`config.mk`:
```
export PLATFORM = sky130hd
export DESIGN_NAME = i2cm_stat_irq
export DESIGN_NICKNAME = d
export VERILOG_FILES = /design/src/rtl/i2cm_evt_pkg.sv /design/src/rtl/i2cm_sticky_bit.sv /design/src/rtl/i2cm_regport.sv /design/src/rtl/i2cm_irq_merge.sv /design/src/rtl/i2cm_stat_irq.sv
export SDC_FILE = /design/constraint.sdc
export NUM_CORES = 1
export LEC_CHECK = 0
export BUFFER_PORTS_ARGS = -buffer_cell sky130_fd_sc_hd__clkbuf_2
export CAP_MARGIN = 20
export CORE_AREA = 2 2 56 58
export CTS_CLUSTER_SIZE = 30
export DETAILED_ROUTE_END_ITERATION = 6
export DIE_AREA = 0 0 58 60
export PLACE_DENSITY = 0.76
export SLEW_MARGIN = 20
export SYNTH_ARGS = -nofsm -noshare
export SYNTH_HDL_FRONTEND = slang
export SYNTH_SLANG_ARGS = --single-unit
```
`constraint.sdc`:
```
create_clock -name clk -period 1.1 [get_ports clk]
set_clock_uncertainty 0.15 [all_clocks]
set_input_delay 0.055 -clock clk [delete_from_list [all_inputs] [get_ports clk]]
set_output_delay 0.055 -clock clk [all_outputs]
set_load 0.02 [all_outputs]
```
`src/rtl/i2cm_evt_pkg.sv`:
```
package i2cm_evt_pkg;
   localparam int unsigned EVT_COUNT = 7;

   typedef enum logic [2:0] {
      EVT_ADDR_DONE  = 3'd0,
      EVT_RX_READY   = 3'd1,
      EVT_TX_DONE    = 3'd2,
      EVT_TX_EMPTY   = 3'd3,
      EVT_STOP_DONE  = 3'd4,
      EVT_ARB_LOST   = 3'd5,
      EVT_NACK       = 3'd6
   } evt_idx_e;

   typedef enum logic [1:0] {
      SEL_NONE = 2'd0,
      SEL_STAT = 2'd1,
      SEL_ENA  = 2'd2
   } reg_sel_e;
endpackage

```
`src/rtl/i2cm_sticky_bit.sv`:
```
module i2cm_sticky_bit (
   input  logic clk,
   input  logic rst_n,
   input  logic set_i,
   input  logic wr_i,
   input  logic keep_i,
   output logic q_o
);
   logic q_q;

   // Set has priority over a clearing write in the same cycle.
   always_ff @(posedge clk) begin
      if (!rst_n)
         q_q <= 1'b0;
      else if (set_i)
         q_q <= 1'b1;
      else if (wr_i && !keep_i)
         q_q <= 1'b0;
   end

   assign q_o = q_q;
endmodule

```
`src/rtl/i2cm_regport.sv`:
```
module i2cm_regport
   import i2cm_evt_pkg::*;
#(
   parameter int unsigned ADDR_W   = 8,
   parameter int unsigned DATA_W   = 32,
   parameter int unsigned NUM_EV   = 7,
   parameter logic [ADDR_W-1:0] STAT_OFS = 8'h0C,
   parameter logic [ADDR_W-1:0] ENA_OFS  = 8'h14
) (
   input  logic              wr_i,
   input  logic [ADDR_W-1:0] addr_i,
   input  logic [NUM_EV-1:0] stat_i,
   input  logic [NUM_EV-1:0] ena_i,
   output logic              stat_wr_o,
   output logic              ena_wr_o,
   output logic [DATA_W-1:0] rdata_o
);
   localparam int unsigned PAD_W = DATA_W - NUM_EV;

   reg_sel_e sel;

   always_comb begin
      if (addr_i == STAT_OFS)
         sel = SEL_STAT;
      else if (addr_i == ENA_OFS)
         sel = SEL_ENA;
      else
         sel = SEL_NONE;
   end

   assign stat_wr_o = wr_i && (sel == SEL_STAT);
   assign ena_wr_o  = wr_i && (sel == SEL_ENA);

   always_comb begin
      case (sel)
         SEL_STAT: rdata_o = {{PAD_W{1'b0}}, stat_i};
         SEL_ENA:  rdata_o = {{PAD_W{1'b0}}, ena_i};
         default:  rdata_o = '0;
      endcase
   end
endmodule

```
`src/rtl/i2cm_irq_merge.sv`:
```
module i2cm_irq_merge #(
   parameter int unsigned NUM_EV  = 7,
   parameter bit          REG_OUT = 1'b0
) (
   input  logic              clk,
   input  logic              rst_n,
   input  logic [NUM_EV-1:0] stat_i,
   input  logic [NUM_EV-1:0] ena_i,
   output logic              irq_o
);
   logic any_hit;

   assign any_hit = |(stat_i & ena_i);

   generate
      if (REG_OUT) begin : g_reg
         logic irq_q;
         always_ff @(posedge clk) begin
            if (!rst_n)
               irq_q <= 1'b0;
            else
               irq_q <= any_hit;
         end
         assign irq_o = irq_q;
      end else begin : g_comb
         assign irq_o = any_hit;
      end
   endgenerate
endmodule

```
`src/rtl/i2cm_stat_irq.sv`:
```
module i2cm_stat_irq
   import i2cm_evt_pkg::*;
#(
   parameter int unsigned ADDR_W   = 8,
   parameter int unsigned DATA_W   = 32,
   parameter int unsigned NUM_EV   = EVT_COUNT,
   parameter logic [ADDR_W-1:0] STAT_OFS = 8'h0C,
   parameter logic [ADDR_W-1:0] ENA_OFS  = 8'h14,
   parameter bit          IRQ_REG  = 1'b0
) (
   input  logic              clk,
   input  logic              rst_n,
   input  logic              reg_wr,
   input  logic [ADDR_W-1:0] reg_addr,
   input  logic [DATA_W-1:0] reg_wdata,
   output logic [DATA_W-1:0] reg_rdata,
   input  logic [NUM_EV-1:0] evt_pulse,
   output logic              irq
);
   if (NUM_EV == 0 || NUM_EV > DATA_W) begin : g_bad_width
      $error("NUM_EV must be between 1 and DATA_W");
   end
   if (STAT_OFS == ENA_OFS) begin : g_bad_ofs
      $error("status and enable offsets must differ");
   end

   logic [NUM_EV-1:0] stat_q;
   logic [NUM_EV-1:0] ena_q;
   logic              stat_wr;
   logic              ena_wr;

   i2cm_regport #(
      .ADDR_W  (ADDR_W),
      .DATA_W  (DATA_W),
      .NUM_EV  (NUM_EV),
      .STAT_OFS(STAT_OFS),
      .ENA_OFS (ENA_OFS)
   ) u_port (
      .wr_i     (reg_wr),
      .addr_i   (reg_addr),
      .stat_i   (stat_q),
      .ena_i    (ena_q),
      .stat_wr_o(stat_wr),
      .ena_wr_o (ena_wr),
      .rdata_o  (reg_rdata)
   );

   for (genvar i = 0; i < NUM_EV; i++) begin : g_flag
      i2cm_sticky_bit u_bit (
         .clk   (clk),
         .rst_n (rst_n),
         .set_i (evt_pulse[i]),
         .wr_i  (stat_wr),
         .keep_i(reg_wdata[i]),
         .q_o   (stat_q[i])
      );
   end

   always_ff @(posedge clk) begin
      if (!rst_n)
         ena_q <= '0;
      else if (ena_wr)
         ena_q <= reg_wdata[NUM_EV-1:0];
   end

   i2cm_irq_merge #(
      .NUM_EV (NUM_EV),
      .REG_OUT(IRQ_REG)
   ) u_irq (
      .clk   (clk),
      .rst_n (rst_n),
      .stat_i(stat_q),
      .ena_i (ena_q),
      .irq_o (irq)
   );
endmodule

```
After elaboration in Yosys (flattened, before gate mapping)
Index checks and enable logic that the tools add are counted.
{ "word_totals": {"latch_bits": 0, "mem_bits_ro": 0, "out_inout_bits": 33, "ram_bits": 0, "mem_count": 0, "regBits": 14, "input_bits": 50} }
{ "op_classes": {"n_addsub": 0, "n_eq_ne": 4, "n_reduce_logical": 24, "n_shift": 0, "n_mux": 17, "n_mul": 0, "bitwise": 1, "order_cmp": 0, "div_mod_pow": 0} }
{ "ops": {"columns": ["operator", "n"], "rows": [
  ["1-bit 2-to-1 mux", 14],
  ["7-bit case mux with 2 select lines", 1],
  ["2-bit nonzero test", 7],
  ["1-bit logical AND", 9],
  ["8-bit by 4-bit equality test with 1-bit output (second input constant)", 1],
  ["8-bit by 5-bit equality test with 1-bit output (second input constant)", 1],
  ["7-bit AND", 1],
  ["1-bit zero test", 7],
  ["7-bit OR reduction", 1],
  ["2-bit 2-to-1 mux", 2],
  ["2-bit by 1-bit equality test with 1-bit output (second input constant)", 1],
  ["2-bit equality test (second input constant)", 1]
]} }

Longest topological paths before layout
{ "depth": {"word_depth": 8, "depth_mapped": 5} }

Hierarchy
From an unflattened synthesis, not the netlist that was laid out.
{ "hier_totals": {"cells_unflattened": 111, "hier_area_um2": 1011.0} }
{ "modules_own_cells": {"columns": ["mod", "area_per_inst_um2", "instances", "cells_per_inst", "seq_area_each_um2"], "rows": [
  ["i2cm_regport", 426.7, 1, 57, 0.0],
  ["i2cm_sticky_bit", 41.3, 7, 4, 20.0],
  ["i2cm_stat_irq", 265.3, 1, 22, 140.1],
  ["i2cm_irq_merge", 30.0, 1, 4, 0.0]
]} }

Worst setup path before layout
Ideal clock, no wire load.
{ "synth_path": {"path_type": "input port to flip-flop", "start": "input port reg_addr[7]", "end": "register ena_q[0]", "setup_ps": 72, "cell_stages": 4, "required_time_ps": 878, "path_slack_ps": 39, "arrival_ps": 840, "cell_sequence": "nor4_4 and4_1 buf_6 mux2i_1"} }
{ "synth_between": {"elab_chain_len": 5, "elab_cells_between_ends": 6} }
{ "synth_lines": {"columns": ["element", "line", "rtl"], "rows": [
  ["start: declaration", "i2cm_stat_irq.sv:14", "input logic [ADDR_W-1:0] reg_addr,"],
  ["8-bit by 5-bit equality test with 1-bit output", "i2cm_regport.sv:25", "else if (addr_i == ENA_OFS)"],
  ["2-bit 2-to-1 mux", "i2cm_regport.sv:25", null],
  ["2-bit 2-to-1 mux (*)", "i2cm_regport.sv:23", "if (addr_i == STAT_OFS)"],
  ["2-bit equality test (*)", "i2cm_regport.sv:32", "assign ena_wr_o = wr_i && (sel == SEL_ENA);"],
  ["1-bit logical AND (*)", "i2cm_regport.sv:32", null],
  ["end signal: assignment", "i2cm_stat_irq.sv:63", "ena_q <= reg_wdata[NUM_EV-1:0];"],
  ["end: declaration", "i2cm_stat_irq.sv:28", "logic [NUM_EV-1:0] ena_q;"]
]} }
Every way passes the cells marked *; elsewhere a longest branch is shown, timed or not.
A chain may end at the register's enable or synchronous reset.

Worst setup path in the final report
{ "layout_path": {"start": "register g_flag[3].u_bit.q_q", "end": "output port irq"} }
{ "layout_between": {"elab_chain_len": 2} }
{ "layout_lines": {"columns": ["element", "line", "rtl"], "rows": [
  ["start: declaration", "i2cm_sticky_bit.sv:9", "logic q_q;"],
  ["start signal: assignment", "i2cm_sticky_bit.sv:14", "q_q <= 1'b0;"],
  ["start signal: assignment", "i2cm_sticky_bit.sv:16", "q_q <= 1'b1;"],
  ["start signal: assignment", "i2cm_sticky_bit.sv:18", "q_q <= 1'b0;"],
  ["7-bit AND", "i2cm_irq_merge.sv:13", "assign any_hit = |(stat_i & ena_i);"],
  ["7-bit OR reduction", "i2cm_irq_merge.sv:13", null],
  ["end: declaration", "i2cm_stat_irq.sv:18", "output logic irq"]
]} }
No other way between the ends.

==> results.md <==
* Worst path required time at 0.89 ns
* CTS Buf Count at 3
* Post-Place Cells at between 150 and 200
* Critical path class: flip-flop to output port
* Most frequent cells in the layout: conb_1, clkbuf_2, nand2_1, dlygate4sd3_1, dfxtp_2
* Pre-CTS WS at -0.181 ns
* Clk_lat worst skew at 0.28 ns
* Filler cells at 273
* Root Driver: clkbuf_4
* Minimum clock period at 1.53 ns
* Post-Synthesis Cells at 113
* DIE WIDTH at 58 um
* Post-synth ARST share at 0%
* Crit path arrival time at 1.32 ns
* HP Class: input pin to flip-flop
* Power per cell area at 874 mW/mm2
* Core Region at 0.00290 mm2
* Worst-path clk slew at 0.08 ns
* ANT cells at 0
* Failing checks: negative setup slack
* CTS Sinks at 14
* Post-DR vias/cell at 4.47
* Share of layout cells above drive strength 1 at 44.6%
* Worst-path fanout max at 2
* Synth Cell Area at about 900 um2
* H-tree Lvls at 1
* Syn avg cell area at 7.96 um2
* CTS tree: built
* Top FF cell, synth: dfxtp_1
* Startpoint of the worst register-to-register path: g_flag[3].u_bit.q_o
* Critical Path Start: g_flag[3].u_bit.q_o
* Final Core Density at 46.7%
* Vias in the first global route at 789
* Largest area contributor in the synthesized netlist: dfxtp_1
* Vias at 899
* Max clock buf depth at 2
* Post-synthesis sequential area ratio at 31.2%
* Yosys warning count at 0
* Hpwl dp at 1.54 mm
* Final wirelength at 2.13 mm
* First-pass GRT wire length at 3.39 mm
* Tcrit/Tclk final at 139%
* Antenna violations before repair at 0
* Number of synthesized register bits at 14
* Critical Path Source Type: flip-flop
* Drt first pass iters at 4
* Wire per inst at about 11 um
* Max Fclk at 656 MHz
* Fin cells at 201
* Congestion Overflow GR at 0
* P&R area growth vs syn at 50.8%
* Io pins at between 80 and 90
* Post-synth EDFFs at 0
* Final Max Tran Viols at 0
* Setup ws final at -0.425 ns
* Post-synth cell types at 20
* Yosys top cell area share at roughly 31%
* NumNets Final at approximately 220
* DR iter-0 viols at 32
* Unrepaired setup endpoints after global routing: yes
* Die height at about 60 um
* Leakage power total at 0.598 nW
* Count of final setup violators at 8
* Largest net degree at the start of global routing at 22
* Max cap viols at 0
* Most common cell after layout, fill and taps aside: conb_1
* Final Hold Fails at 0
* Setup total negative slack at -1.45 ns
* Tot GR Track Use at roughly 13%
* Initial Utilization at between 30 and 40%
* Row cnt at 20
* Die area at 0.00348 mm2
* Placer congestion estimate at 0.768
* Post-route DRC at 0
* Crit. End Element: output port
* IO buf count at 32
* Outcome: complete, but fails checks
* Remaining antenna violation count at 0
* Maximum vdd drop at approximately 0.45 mV
* Hold_sp: rst_n
* Main area contributors after synthesis: dfxtp_1, buf_4, mux2i_1
cells in the mapped netlist, drive strengths merged, types with 2 or more instances:
library cell,n
nand2,15
a22oi,9
dfxtp,14
a21oi,7
clkbuf,4
nor2,14
nor2b,3
o21ai,7
buf,27
and4,2
mux2i,7
worst paths after layout:
check | endpoint | slack [ns] | cells after the start
setup / recovery | irq | -0.43 | 3
hold / removal | g_flag[4].u_bit.q_o | 0.09 | 3
setup reg to reg | g_flag[3].u_bit.q_o | 0.06 | 4
hold reg to reg | ena_q[5] | 0.32 | 2
sequential cells by signal (all words and copies together), names as in the netlist:
signal and flops:
g_flag.u_bit.q_o 7, ena_q 7
layer usage:
layer	vias to the layer above	GRT usage (%)	wire, um
li1	445	-	-
met1	405	15.5	839
met2	44	21.1	1040
met3	5	3.25	200
met4	0	6.98	47
met5	-	0	0
worst max-delay path, cell delays in order, from the launching register on:
cell	delay (ns)
dfxtp_2	0.33
a222oi_1	0.38
nand3_1	0.14
buf_4	0.19
layout make-up:
class                   count  area (um2)  share of cell area [%]
flip-flops and latches     14         295                    21.8
clock buffers               4        36.3                    2.68
well taps                  33        41.3                    3.04
multi-input cells          92         536                    39.5
repair buffers             58         448                    33.0
report_power, final:
group | internal (W) | switching, W | total [W]
Sequential | 0.000529 | 0.0000152 | 0.000544
Clock | 0.000202 | 0.000166 | 0.000367
Combinational | 0.000117 | 0.000158 | 0.000274
Total | 0.000847 | 0.000339 | 0.00119
cell families (layout without fill, tap and decap cells):
logic type / after synthesis / count (layout) / synth area share [%]
and+or+nand+nor: 36 / 36 / 19.2
other: 1 / 25 / 0.417
DFF: 14 / 14 / 31.2
AOI/OAI and AO/OA: 24 / 24 / 16.8
muxes: 7 / 7 / 7.79
buffers and inverters: 31 / 62 / 24.6
per-stage QoR:
stage | hold slack, ns | instance area, um2 | power [W]
after global routing | 0.120 | 1360 | 0.00126
final | 0.0909 | 1360 | 0.00119
after floorplan | 0.0471 | 990 | 0.000747
after global placement | 0.156 | 1050 | 0.000759
after CTS | 0.0951 | 1290 | 0.00117
after detailed placement | 0.158 | 1050 | 0.000762
what timing repair did:
| action | 4_1_cts | 5_1_grt |
|---|---|---|
| hold buffers | 14 | 0 |
| setup endpoints to repair | 8 | 9 |
| endpoints found under the hold margin | 14 | 0 |
| pin swaps | 3 | 8 |
| resized for setup | 21 | 29 |
| buffers inserted | 0 | 1 |
No activity file was read; power rests on OpenSTA's default activity.
